### src/rtl/synth_prog_pkg.sv
// Shared definitions for the serial divider programming port.
// Assumes: nothing beyond a SystemVerilog-2017 compiler.
package synth_prog_pkg;

    // Default widths of the divider registers
    localparam int unsigned REF_W_DEF  = 14;
    localparam int unsigned MAIN_W_DEF = 10;
    localparam int unsigned SWAL_W_DEF = 7;
    localparam int unsigned SYNC_DEF   = 2;

    // Bit positions of the serial wires inside the synchronized vector
    typedef enum int unsigned {
        WIRE_CLK  = 0,
        WIRE_DATA = 1,
        WIRE_EN   = 2
    } wire_idx_e;

    localparam int unsigned WIRE_CNT = 3;

    // Larger of two widths
    function automatic int unsigned max_w(input int unsigned a, input int unsigned b);
        return (a > b) ? a : b;
    endfunction

endpackage

### src/rtl/sp_sync.sv
// Multi-bit synchronizer with one extra delay stage.
// dout is din after STAGES flops; dprev is dout one clock older and is used for edge detection.
// Assumes: each bit is an independent slow level. No bus coherence is needed.
module sp_sync #(
    parameter int unsigned W      = 3,
    parameter int unsigned STAGES = 2
) (
    input  logic         clk,
    input  logic         rst_n,
    input  logic [W-1:0] din,
    output logic [W-1:0] dout,
    output logic [W-1:0] dprev
);
    localparam int unsigned DEPTH = STAGES + 1;

    logic [W-1:0] stage_q [DEPTH];

    // Shift the samples through the synchronizer stages
    always_ff @(posedge clk) begin
        if (!rst_n) begin
            for (int i = 0; i < DEPTH; i++) stage_q[i] <= '0;
        end else begin
            stage_q[0] <= din;
            for (int i = 1; i < DEPTH; i++) stage_q[i] <= stage_q[i-1];
        end
    end

    assign dout  = stage_q[STAGES-1];
    assign dprev = stage_q[STAGES];
endmodule

### src/rtl/sp_shift.sv
// Shared serial shift chain. Shifts one bit in at the LSB on each shift_en.
// The LSB always holds the most recently entered bit.
// Assumes: shift_en is a single-cycle pulse per serial clock edge.
module sp_shift #(
    parameter int unsigned CW = 18
) (
    input  logic          clk,
    input  logic          rst_n,
    input  logic          shift_en,
    input  logic          din,
    output logic [CW-1:0] chain
);
    // Empty on reset, shift left on each enable
    always_ff @(posedge clk) begin
        if (!rst_n)        chain <= '0;
        else if (shift_en) chain <= {chain[CW-2:0], din};
    end

    a_r2_hold_idle: assert property (@(posedge clk) disable iff (!rst_n)
        !shift_en |=> $stable(chain));
    a_r2_one_bit_in: assert property (@(posedge clk) disable iff (!rst_n)
        shift_en |=> (chain[0] == $past(din)) && (chain[CW-1:1] == $past(chain[CW-2:0])));
endmodule

### src/rtl/sp_latch.sv
// Divider holding registers. On xfer, the chain LSB (the selector bit) picks
// the reference group (1) or the main/swallow group (0). Emits a one-cycle strobe per group.
// Assumes: xfer is a single-cycle pulse; chain[0] is the last bit shifted in.
module sp_latch #(
    parameter int unsigned REF_W  = 14,
    parameter int unsigned MAIN_W = 10,
    parameter int unsigned SWAL_W = 7,
    parameter int unsigned CW     = 18
) (
    input  logic              clk,
    input  logic              rst_n,
    input  logic              xfer,
    input  logic [CW-1:0]     chain,
    output logic [REF_W-1:0]  ref_div,
    output logic [MAIN_W-1:0] main_div,
    output logic [SWAL_W-1:0] swallow_cnt,
    output logic              ref_loaded,
    output logic              main_loaded
);
    localparam int unsigned MAIN_TOP = MAIN_W + SWAL_W;

    logic sel_ref;
    assign sel_ref = chain[0];

    // Reference group capture
    always_ff @(posedge clk) begin
        if (!rst_n) begin
            ref_div    <= '0;
            ref_loaded <= 1'b0;
        end else begin
            ref_loaded <= xfer && sel_ref;
            if (xfer && sel_ref) ref_div <= chain[REF_W:1];
        end
    end

    // Main and swallow group capture
    always_ff @(posedge clk) begin
        if (!rst_n) begin
            main_div    <= '0;
            swallow_cnt <= '0;
            main_loaded <= 1'b0;
        end else begin
            main_loaded <= xfer && !sel_ref;
            if (xfer && !sel_ref) begin
                main_div    <= chain[MAIN_TOP:SWAL_W+1];
                swallow_cnt <= chain[SWAL_W:1];
            end
        end
    end

    a_r3_ref_capture: assert property (@(posedge clk) disable iff (!rst_n)
        (xfer && chain[0]) |=> (ref_div == $past(chain[REF_W:1])) && ref_loaded);
    a_r4_main_capture: assert property (@(posedge clk) disable iff (!rst_n)
        (xfer && !chain[0]) |=> (main_div == $past(chain[MAIN_TOP:SWAL_W+1]))
                               && (swallow_cnt == $past(chain[SWAL_W:1])) && main_loaded);
    a_r5_hold_no_xfer: assert property (@(posedge clk) disable iff (!rst_n)
        !xfer |=> $stable(ref_div) && $stable(main_div) && $stable(swallow_cnt));
    a_r6_ref_keeps_main: assert property (@(posedge clk) disable iff (!rst_n)
        (xfer && chain[0]) |=> $stable(main_div) && $stable(swallow_cnt) && !main_loaded);
    a_r6_main_keeps_ref: assert property (@(posedge clk) disable iff (!rst_n)
        (xfer && !chain[0]) |=> $stable(ref_div) && !ref_loaded);
endmodule

### src/rtl/synth_prog_port.sv
// Top level of the serial divider programming port.
// Synchronizes the three serial wires, detects their rising edges, shifts data
// into the shared chain and transfers it to the selected divider group.
// Assumes: serial levels last at least two system clocks.
module synth_prog_port
    import synth_prog_pkg::*;
#(
    parameter int unsigned REF_W  = REF_W_DEF,
    parameter int unsigned MAIN_W = MAIN_W_DEF,
    parameter int unsigned SWAL_W = SWAL_W_DEF,
    parameter int unsigned SYNC_N = SYNC_DEF
) (
    input  logic              clk,
    input  logic              rst_n,
    input  logic              ser_clk,
    input  logic              ser_data,
    input  logic              ser_en,
    output logic [REF_W-1:0]  ref_div,
    output logic [MAIN_W-1:0] main_div,
    output logic [SWAL_W-1:0] swallow_cnt,
    output logic              ref_loaded,
    output logic              main_loaded
);
    localparam int unsigned CW = max_w(REF_W + 1, MAIN_W + SWAL_W + 1);

    logic [WIRE_CNT-1:0] wires, wires_s, wires_p;
    logic                clk_rise, en_rise;
    logic [CW-1:0]       chain;

    assign wires[WIRE_CLK]  = ser_clk;
    assign wires[WIRE_DATA] = ser_data;
    assign wires[WIRE_EN]   = ser_en;

    sp_sync #(.W(WIRE_CNT), .STAGES(SYNC_N)) u_sync (
        .clk(clk), .rst_n(rst_n), .din(wires), .dout(wires_s), .dprev(wires_p)
    );

    // Rising-edge pulses of the synchronized serial clock and enable
    always_comb begin
        clk_rise = wires_s[WIRE_CLK] && !wires_p[WIRE_CLK];
        en_rise  = wires_s[WIRE_EN]  && !wires_p[WIRE_EN];
    end

    sp_shift #(.CW(CW)) u_shift (
        .clk(clk), .rst_n(rst_n), .shift_en(clk_rise),
        .din(wires_s[WIRE_DATA]), .chain(chain)
    );

    sp_latch #(.REF_W(REF_W), .MAIN_W(MAIN_W), .SWAL_W(SWAL_W), .CW(CW)) u_latch (
        .clk(clk), .rst_n(rst_n), .xfer(en_rise), .chain(chain),
        .ref_div(ref_div), .main_div(main_div), .swallow_cnt(swallow_cnt),
        .ref_loaded(ref_loaded), .main_loaded(main_loaded)
    );

    a_r9_single_xfer: assert property (@(posedge clk) disable iff (!rst_n)
        en_rise |=> !en_rise);
    a_r7_strobes_exclusive: assert property (@(posedge clk) disable iff (!rst_n)
        !(ref_loaded && main_loaded));
    a_r1_reset_clear: assert property (@(posedge clk)
        !rst_n |=> (ref_div == '0) && (main_div == '0) && (swallow_cnt == '0)
                   && !ref_loaded && !main_loaded && (chain == '0));
endmodule

### config.mk
export PLATFORM = sky130hd
export DESIGN_NAME = synth_prog_port
export DESIGN_NICKNAME = d
export VERILOG_FILES = /design/src/rtl/synth_prog_pkg.sv /design/src/rtl/sp_sync.sv /design/src/rtl/sp_shift.sv /design/src/rtl/sp_latch.sv /design/src/rtl/synth_prog_port.sv
export SDC_FILE = /design/constraint.sdc
export NUM_CORES = 1
export LEC_CHECK = 0
export ABC_AREA = 1
export ABC_CLOCK_PERIOD_IN_PS = 1500
export BUFFER_PORTS_ARGS = -buffer_cell sky130_fd_sc_hd__buf_2
export CAP_MARGIN = 20
export CORE_UTILIZATION = 54
export DETAILED_ROUTE_END_ITERATION = 7
export PLACE_DENSITY = 0.79
export SLEW_MARGIN = 40
export SYNTH_ARGS = -nofsm -noshare
export SYNTH_HDL_FRONTEND = slang
export SYNTH_SLANG_ARGS = --single-unit
### constraint.sdc
create_clock -name clk -period 1.5 [get_ports clk]
set_clock_uncertainty 0.1 [all_clocks]
set_input_delay 0.225 -clock clk [delete_from_list [all_inputs] [get_ports clk]]
set_output_delay 0.225 -clock clk [all_outputs]
set_load 0.05 [all_outputs]
Word level (Yosys, flattened, before mapping) --
Memories as Yosys holds them, arrays and structs flattened. Index checks and enable logic that the tools add are counted.
Word-level totals: register bits after elaboration 51, RAM bits 9, input bits 5, output and inout bits 33, logic and storage cells 22, memories 1
Memory list:
- u_sync.stage_q | words 3, width 3, read ports 3, clocked after memory_dff 0, wr ports 3, RTL line sp_sync.sv:16 | logic [W-1:0] stage_q [DEPTH];
Operators by class: multiplexer cells 5, bitwise logic cells 3, reduce and logical (&&, ||, !) cells 7
Operators by type and width (count):
- 3-bit two-way mux | 3
- 1-bit logical AND | 4
- 1-bit zero test | 3
- 1-bit bitwise OR | 3
- 1-bit two-way mux | 2

Depth between registers and ports, before layout --
depth in word-level cells 3, mapped depth 6, gate-level depth less buffers 5

Hierarchy --
From an unflattened synthesis, not the netlist that was laid out.
Unflattened totals: cell total of the unflattened synthesis 331, area total of the unflattened synthesis 2412.3 µm²
By module, submodules not included:
- sp_latch | instances 1, cells each 179, area an instance 1327.5 µm², sequential area each 660.6 µm²
- sp_shift | instances 1, cells each 114, area an instance 760.7 µm², sequential area each 360.3 µm²
- sp_sync | instances 1, cells each 34, area an instance 304.0 µm², sequential area each 180.2 µm²
- synth_prog_port | instances 1, cells each 4, area an instance 20.0 µm², sequential area each 0.0 µm²

Least setup slack after synthesis --
Ideal clock, no wire load.
kind flip-flop to flip-flop, start point memory u_sync.stage_q[1][2] (netlist: u_sync.stage_q[0][5]), end point register u_latch.ref_div[7], library setup time 0.112 ns, arrival 0.856 ns, data required time 1.288 ns, slack 0.432 ns, cell stages (with the launch flop) 6, buffers on the path 2, clock period less this slack 1.068 ns, path through dfxtp_1 -> nand3_2 -> buf_6 -> buf_6 -> nor2_2 -> nor2_1
RTL lines:
- from (decl) | RTL line sp_sync.sv:16
- to (signal assigned) | RTL line sp_latch.sv:32 | if (xfer && sel_ref) ref_div <= chain[REF_W:1];
- to (decl) | RTL line sp_latch.sv:14 | output logic [REF_W-1:0] ref_div,

Final worst setup path --
start point register u_latch.main_div[8], end point output port main_div[8]
RTL lines:
- from (decl) | RTL line sp_latch.sv:15 | output logic [MAIN_W-1:0] main_div,
- from (signal assigned) | RTL line sp_latch.sv:45 | main_div <= chain[MAIN_TOP:SWAL_W+1];
- to (decl) | RTL line synth_prog_port.sv:19 | output logic [MAIN_W-1:0] main_div,
No word-level cell between the ends.

==> metrics.txt <==
# TYPE chip_impl_metric gauge
chip_impl_info{name="result_of_the_run",value="finished clean"} 1
chip_impl_info{name="synth_top_area_cell",value="sky130_fd_sc_hd__dfxtp_1"} 1
chip_impl_metric{name="crit_arrival",unit="ns"} 0.96
chip_impl_metric{name="cts_max_level",unit=""} 3
chip_impl_info{name="min_from",value="rst_n"} 1
chip_impl_metric{name="drc_errors",unit=""} 0
chip_impl_metric{name="cp_max_fo",unit=""} 2
chip_impl_metric{name="ys.warnings.count",unit=""} 0
chip_impl_metric{name="grt_antenna_before_repair",unit=""} 0
chip_impl_metric{name="floorplan.rows",unit=""} 23
chip_impl_metric{name="numPlacedInstances",unit=""} 383
chip_impl_metric{name="first_global_vias",unit=""} 1489
chip_impl_metric{name="dr.first_iter.drc_count",unit=""} 118
chip_impl_metric{name="via_per_inst",unit=""} 4.47
chip_impl_info{name="cp_cell_sequence",value="buf_2"} 1
chip_impl_info{name="cpMaxStageDelayCell",value="sky130_fd_sc_hd__dfxtp_1"} 1
chip_impl_info{name="grt_setup_unrepaired",value="false"} 1
chip_impl_metric{name="synth_top_area_share",unit="%"} 52.9
chip_impl_metric{name="total_power",unit="mW"} 3.24
chip_impl_metric{name="syn-cell-area",unit="um2"} 2230
chip_impl_metric{name="area_share_of_and_or_nand_nor_cells_after_synthesis",unit="%"} 31.3
chip_impl_metric{name="slew_headroom",unit="%"} 74.8
chip_impl_metric{name="crit_cells",unit=""} 1
chip_impl_metric{name="required_time_of_the_worst_setup_path",unit="ns"} 1.17
chip_impl_metric{name="area.growth.synth_to_final",unit="%"} 17.5
chip_impl_metric{name="layout_worst_path_cycle_share",unit="%"} 85.3
chip_impl_info{name="synth_top_family_by_area",value="simple AND/OR/NAND/NOR gates"} 1
chip_impl_metric{name="insertion_delay",unit="ns"} 0.34
chip_impl_metric{name="synth_sequential_area_ratio",unit="%"} 52.9
chip_impl_metric{name="vdd_ir_drop_max",unit="mV"} 0.709
chip_impl_metric{name="clock_sinks",unit=""} 59
chip_impl_metric{name="fmax",unit="GHz"} 0.781
chip_impl_metric{name="dieWidth",unit="um"} 66.3
chip_impl_metric{name="post_synth_fa_ha_maj_area_fraction",unit="%"} 0
chip_impl_metric{name="boundaryPins",unit=""} 38
chip_impl_metric{name="post_cts_resized",unit=""} 0
chip_impl_metric{name="globalplace.congestion",unit=""} 0.711
chip_impl_metric{name="layout.filler_cells",unit=""} 375
chip_impl_metric{name="cts_inserted_buffers",unit=""} 9
chip_impl_metric{name="clock_tree.buffer_depth",unit=""} 2
chip_impl_metric{name="hpwlAfterDp",unit="um"} 2250
chip_impl_info{name="critPathKind",value="reg2out"} 1
chip_impl_info{name="worst_setup_path_start_kind",value="register"} 1
chip_impl_metric{name="timing.max_cap.violations",unit=""} 0
chip_impl_metric{name="routedWlPerCell",unit="um"} 9.75
chip_impl_metric{name="synth_compound_area_share",unit="%"} 4.03
chip_impl_metric{name="total_leakage_power",unit="nW"} 1.47
chip_impl_info{name="cts-root-buf",value="sky130_fd_sc_hd__clkbuf_8"} 1
chip_impl_metric{name="report.final.setup_viol",unit=""} 0
chip_impl_metric{name="via_count",unit=""} 1798
chip_impl_metric{name="final_antenna_net_count",unit=""} 0
chip_impl_info{name="largest_cells_by_area_after_synthesis",value="sky130_fd_sc_hd__dfxtp_1, sky130_fd_sc_hd__nor2_1, sky130_fd_sc_hd__nand2_1"} 1
chip_impl_metric{name="synthMuxAreaShare",unit="%"} 0
chip_impl_metric{name="period_minus_slack",unit="ns"} 1.28
chip_impl_metric{name="holdWs",unit="ns"} 0.242
chip_impl_metric{name="cts_setup_buffers",unit=""} 0
chip_impl_metric{name="synth_nets",unit=""} 313
chip_impl_metric{name="drt_pre_antenna_iters",unit=""} 5
chip_impl_metric{name="cpPeakStageDelay",unit="ns"} 0.35
chip_impl_metric{name="avgSynthCellArea",unit="um2"} 7.26
chip_impl_info{name="worst_hold_path_type",value="in2reg"} 1
chip_impl_metric{name="hold-path-cell-count",unit=""} 4
chip_impl_metric{name="placement.io_buffers",unit=""} 37
chip_impl_metric{name="initial_utilization",unit="%"} 55.9
chip_impl_metric{name="core_region_area",unit="um2"} 4000
chip_impl_metric{name="crit_buf_inv",unit=""} 1
chip_impl_metric{name="setup_total_negative_slack",unit="ns"} 0
chip_impl_metric{name="grt_max_degree",unit=""} 59
chip_impl_metric{name="layoutNonFillerInstCount",unit=""} 402
chip_impl_metric{name="final-hold-violation-count",unit=""} 0
chip_impl_metric{name="r2r_cells",unit=""} 4
chip_impl_info{name="clock_tree_from_tritoncts",value="done"} 1
chip_impl_metric{name="die-area",unit="um2"} 4400
chip_impl_metric{name="globalRouteTotalUtil",unit="%"} 20.0
chip_impl_metric{name="power_density",unit="nW/um2"} 1230
chip_impl_metric{name="final_layout_size_suffix_gt1_share",unit="%"} 18.5
chip_impl_metric{name="syn_inst",unit=""} 308
chip_impl_metric{name="synth.lib_cells_used.distinct",unit=""} 15
chip_impl_info{name="critPathLaunch",value="u_latch.main_div[8]$_SDFFE_PN0P_"} 1
chip_impl_metric{name="antenna_cells_inserted",unit=""} 0
chip_impl_metric{name="die_y",unit="um"} 66.3
chip_impl_metric{name="number_of_storage_elements_in_the_synthesis_netlist",unit=""} 59
chip_impl_metric{name="grt.overflow.total",unit=""} 0
chip_impl_info{name="timing.rr.start",value="u_sync.stage_q[0][5]$_SDFF_PN0_"} 1
chip_impl_info{name="worstSetupEndpointType",value="output port"} 1
chip_impl_metric{name="cts.clk_slew.worst_paths",unit="ns"} 0.06
chip_impl_metric{name="synthXorXnorAreaFrac",unit="%"} 0
chip_impl_info{name="cp_top_family",value="flip-flops"} 1
chip_impl_metric{name="finalNetCount",unit=""} 352
chip_impl_metric{name="routed_wl",unit="um"} 3920
chip_impl_metric{name="worstMarginPinSlew",unit="ns"} 0.378
chip_impl_metric{name="finalMaxSlewViolations",unit=""} 0
chip_impl_metric{name="grt_pass1_wl",unit="um"} 6400
==> power breakdown <==
part / switching [mW] / internal [mW] / total [mW] / leakage [nW]
Sequential: 0.0411 / 1.63 / 1.67 / 0.481
Clock: 0.588 / 0.686 / 1.27 / 0.0905
Combinational: 0.214 / 0.0844 / 0.299 / 0.897
Total: 0.843 / 2.40 / 3.24 / 1.47
==> registers in the layout, indices dropped and copies added, names as in the netlist <==
register	cells
u_latch.main_div	10
u_shift.chain	18
u_latch.main_loaded	1
u_latch.ref_div	14
u_latch.ref_loaded	1
u_latch.swallow_cnt	7
u_sync.stage_q	8
==> metal layers <==
| metal | up-vias | track usage, % | share of wire (%) |
|---|---|---|---|
| met3 | 7 | 6.90 | 4.8 |
| li1 | 973 | - | - |
| met1 | 781 | 23.2 | 47 |
| met4 | 0 | 12.8 | 2.0 |
| met2 | 37 | 31.4 | 46 |
| met5 | - | 0 | 0 |
==> worst reg2reg max path, cell delays in order, from the launching register on <==
cell and delay, ns:
sky130_fd_sc_hd__dfxtp_1 0.41, sky130_fd_sc_hd__nand3_4 0.33, sky130_fd_sc_hd__nand2_1 0.16, sky130_fd_sc_hd__nand2_1 0.06, sky130_fd_sc_hd__nor2_1 0.11
==> cell usage after synthesis <==
library cell,number
sky130_fd_sc_hd__o21ai_1,1
sky130_fd_sc_hd__buf_2,4
sky130_fd_sc_hd__nor2_2,9
sky130_fd_sc_hd__clkbuf_1,4
sky130_fd_sc_hd__nor2_1,91
sky130_fd_sc_hd__o21ai_0,17
sky130_fd_sc_hd__inv_1,43
sky130_fd_sc_hd__nand2_1,70
sky130_fd_sc_hd__nand2_4,1
sky130_fd_sc_hd__nand3_4,1
sky130_fd_sc_hd__nand3_2,1
sky130_fd_sc_hd__inv_2,1
sky130_fd_sc_hd__buf_6,5
sky130_fd_sc_hd__buf_4,1
sky130_fd_sc_hd__dfxtp_1,59
==> cells by family after synthesis <==
group                  count (synthesis)
AO/OA/AOI/OAI                         18
buffers and inverters                 58
flip-flops                            59
AND/OR/NAND/NOR                      173
==> layout make-up <==
class	count	area, um2	area share, %
timing repair buffer	42	255	9.72
sequential	59	1180	45.0
clock inverter	2	10.0	0.381
clock buffer	14	163	6.19
inverter	44	165	6.29
tap	50	62.6	2.38
multi-input combinational	191	790	30.1
==> worst paths after layout <==
path	to	slack (ns)
setup / recovery	main_div[8]	0.22
hold / removal	u_latch.ref_div[11]$_SDFFE_PN0P_	0.24
setup reg to reg	u_latch.main_div[7]$_SDFFE_PN0P_	0.27
hold reg to reg	u_sync.stage_q[0][5]$_SDFF_PN0_	0.31
==> through the flow <==
stage / area, um2 / setup WS, ns / utilization, %
after CTS: 2630 / 0.198 / 65.7
final: 2630 / 0.220 / 65.7
after floorplan: 2230 / 0.432 / -
after global routing: 2630 / 0.174 / 65.7
after global placement: 2420 / 0.334 / 60.6
after detailed placement: 2420 / 0.278 / 60.6
==> what timing repair did <==
item	CTS	global route
hold endpoints to repair	3	0
hold buffers	3	0
setup endpoints to repair	0	0
==> layout by cell type (no fill, tap or decap) <==
master	count
sky130_fd_sc_hd__nor2_1	91
sky130_fd_sc_hd__nand2_1	70
sky130_fd_sc_hd__dfxtp_1	59
sky130_fd_sc_hd__inv_1	43
sky130_fd_sc_hd__buf_2	37
sky130_fd_sc_hd__o21ai_0	17
sky130_fd_sc_hd__clkbuf_8	11
sky130_fd_sc_hd__nor2_2	9
sky130_fd_sc_hd__clkbuf_1	3
sky130_fd_sc_hd__dlygate4sd3_1	3
sky130_fd_sc_hd__clkinv_2	2
sky130_fd_sc_hd__buf_12	2
sky130_fd_sc_hd__nand3_4	1
sky130_fd_sc_hd__nand3_2	1
sky130_fd_sc_hd__nand2_4	1
sky130_fd_sc_hd__inv_2	1
sky130_fd_sc_hd__o21ai_1	1
(Power assumes the default switching activity.)
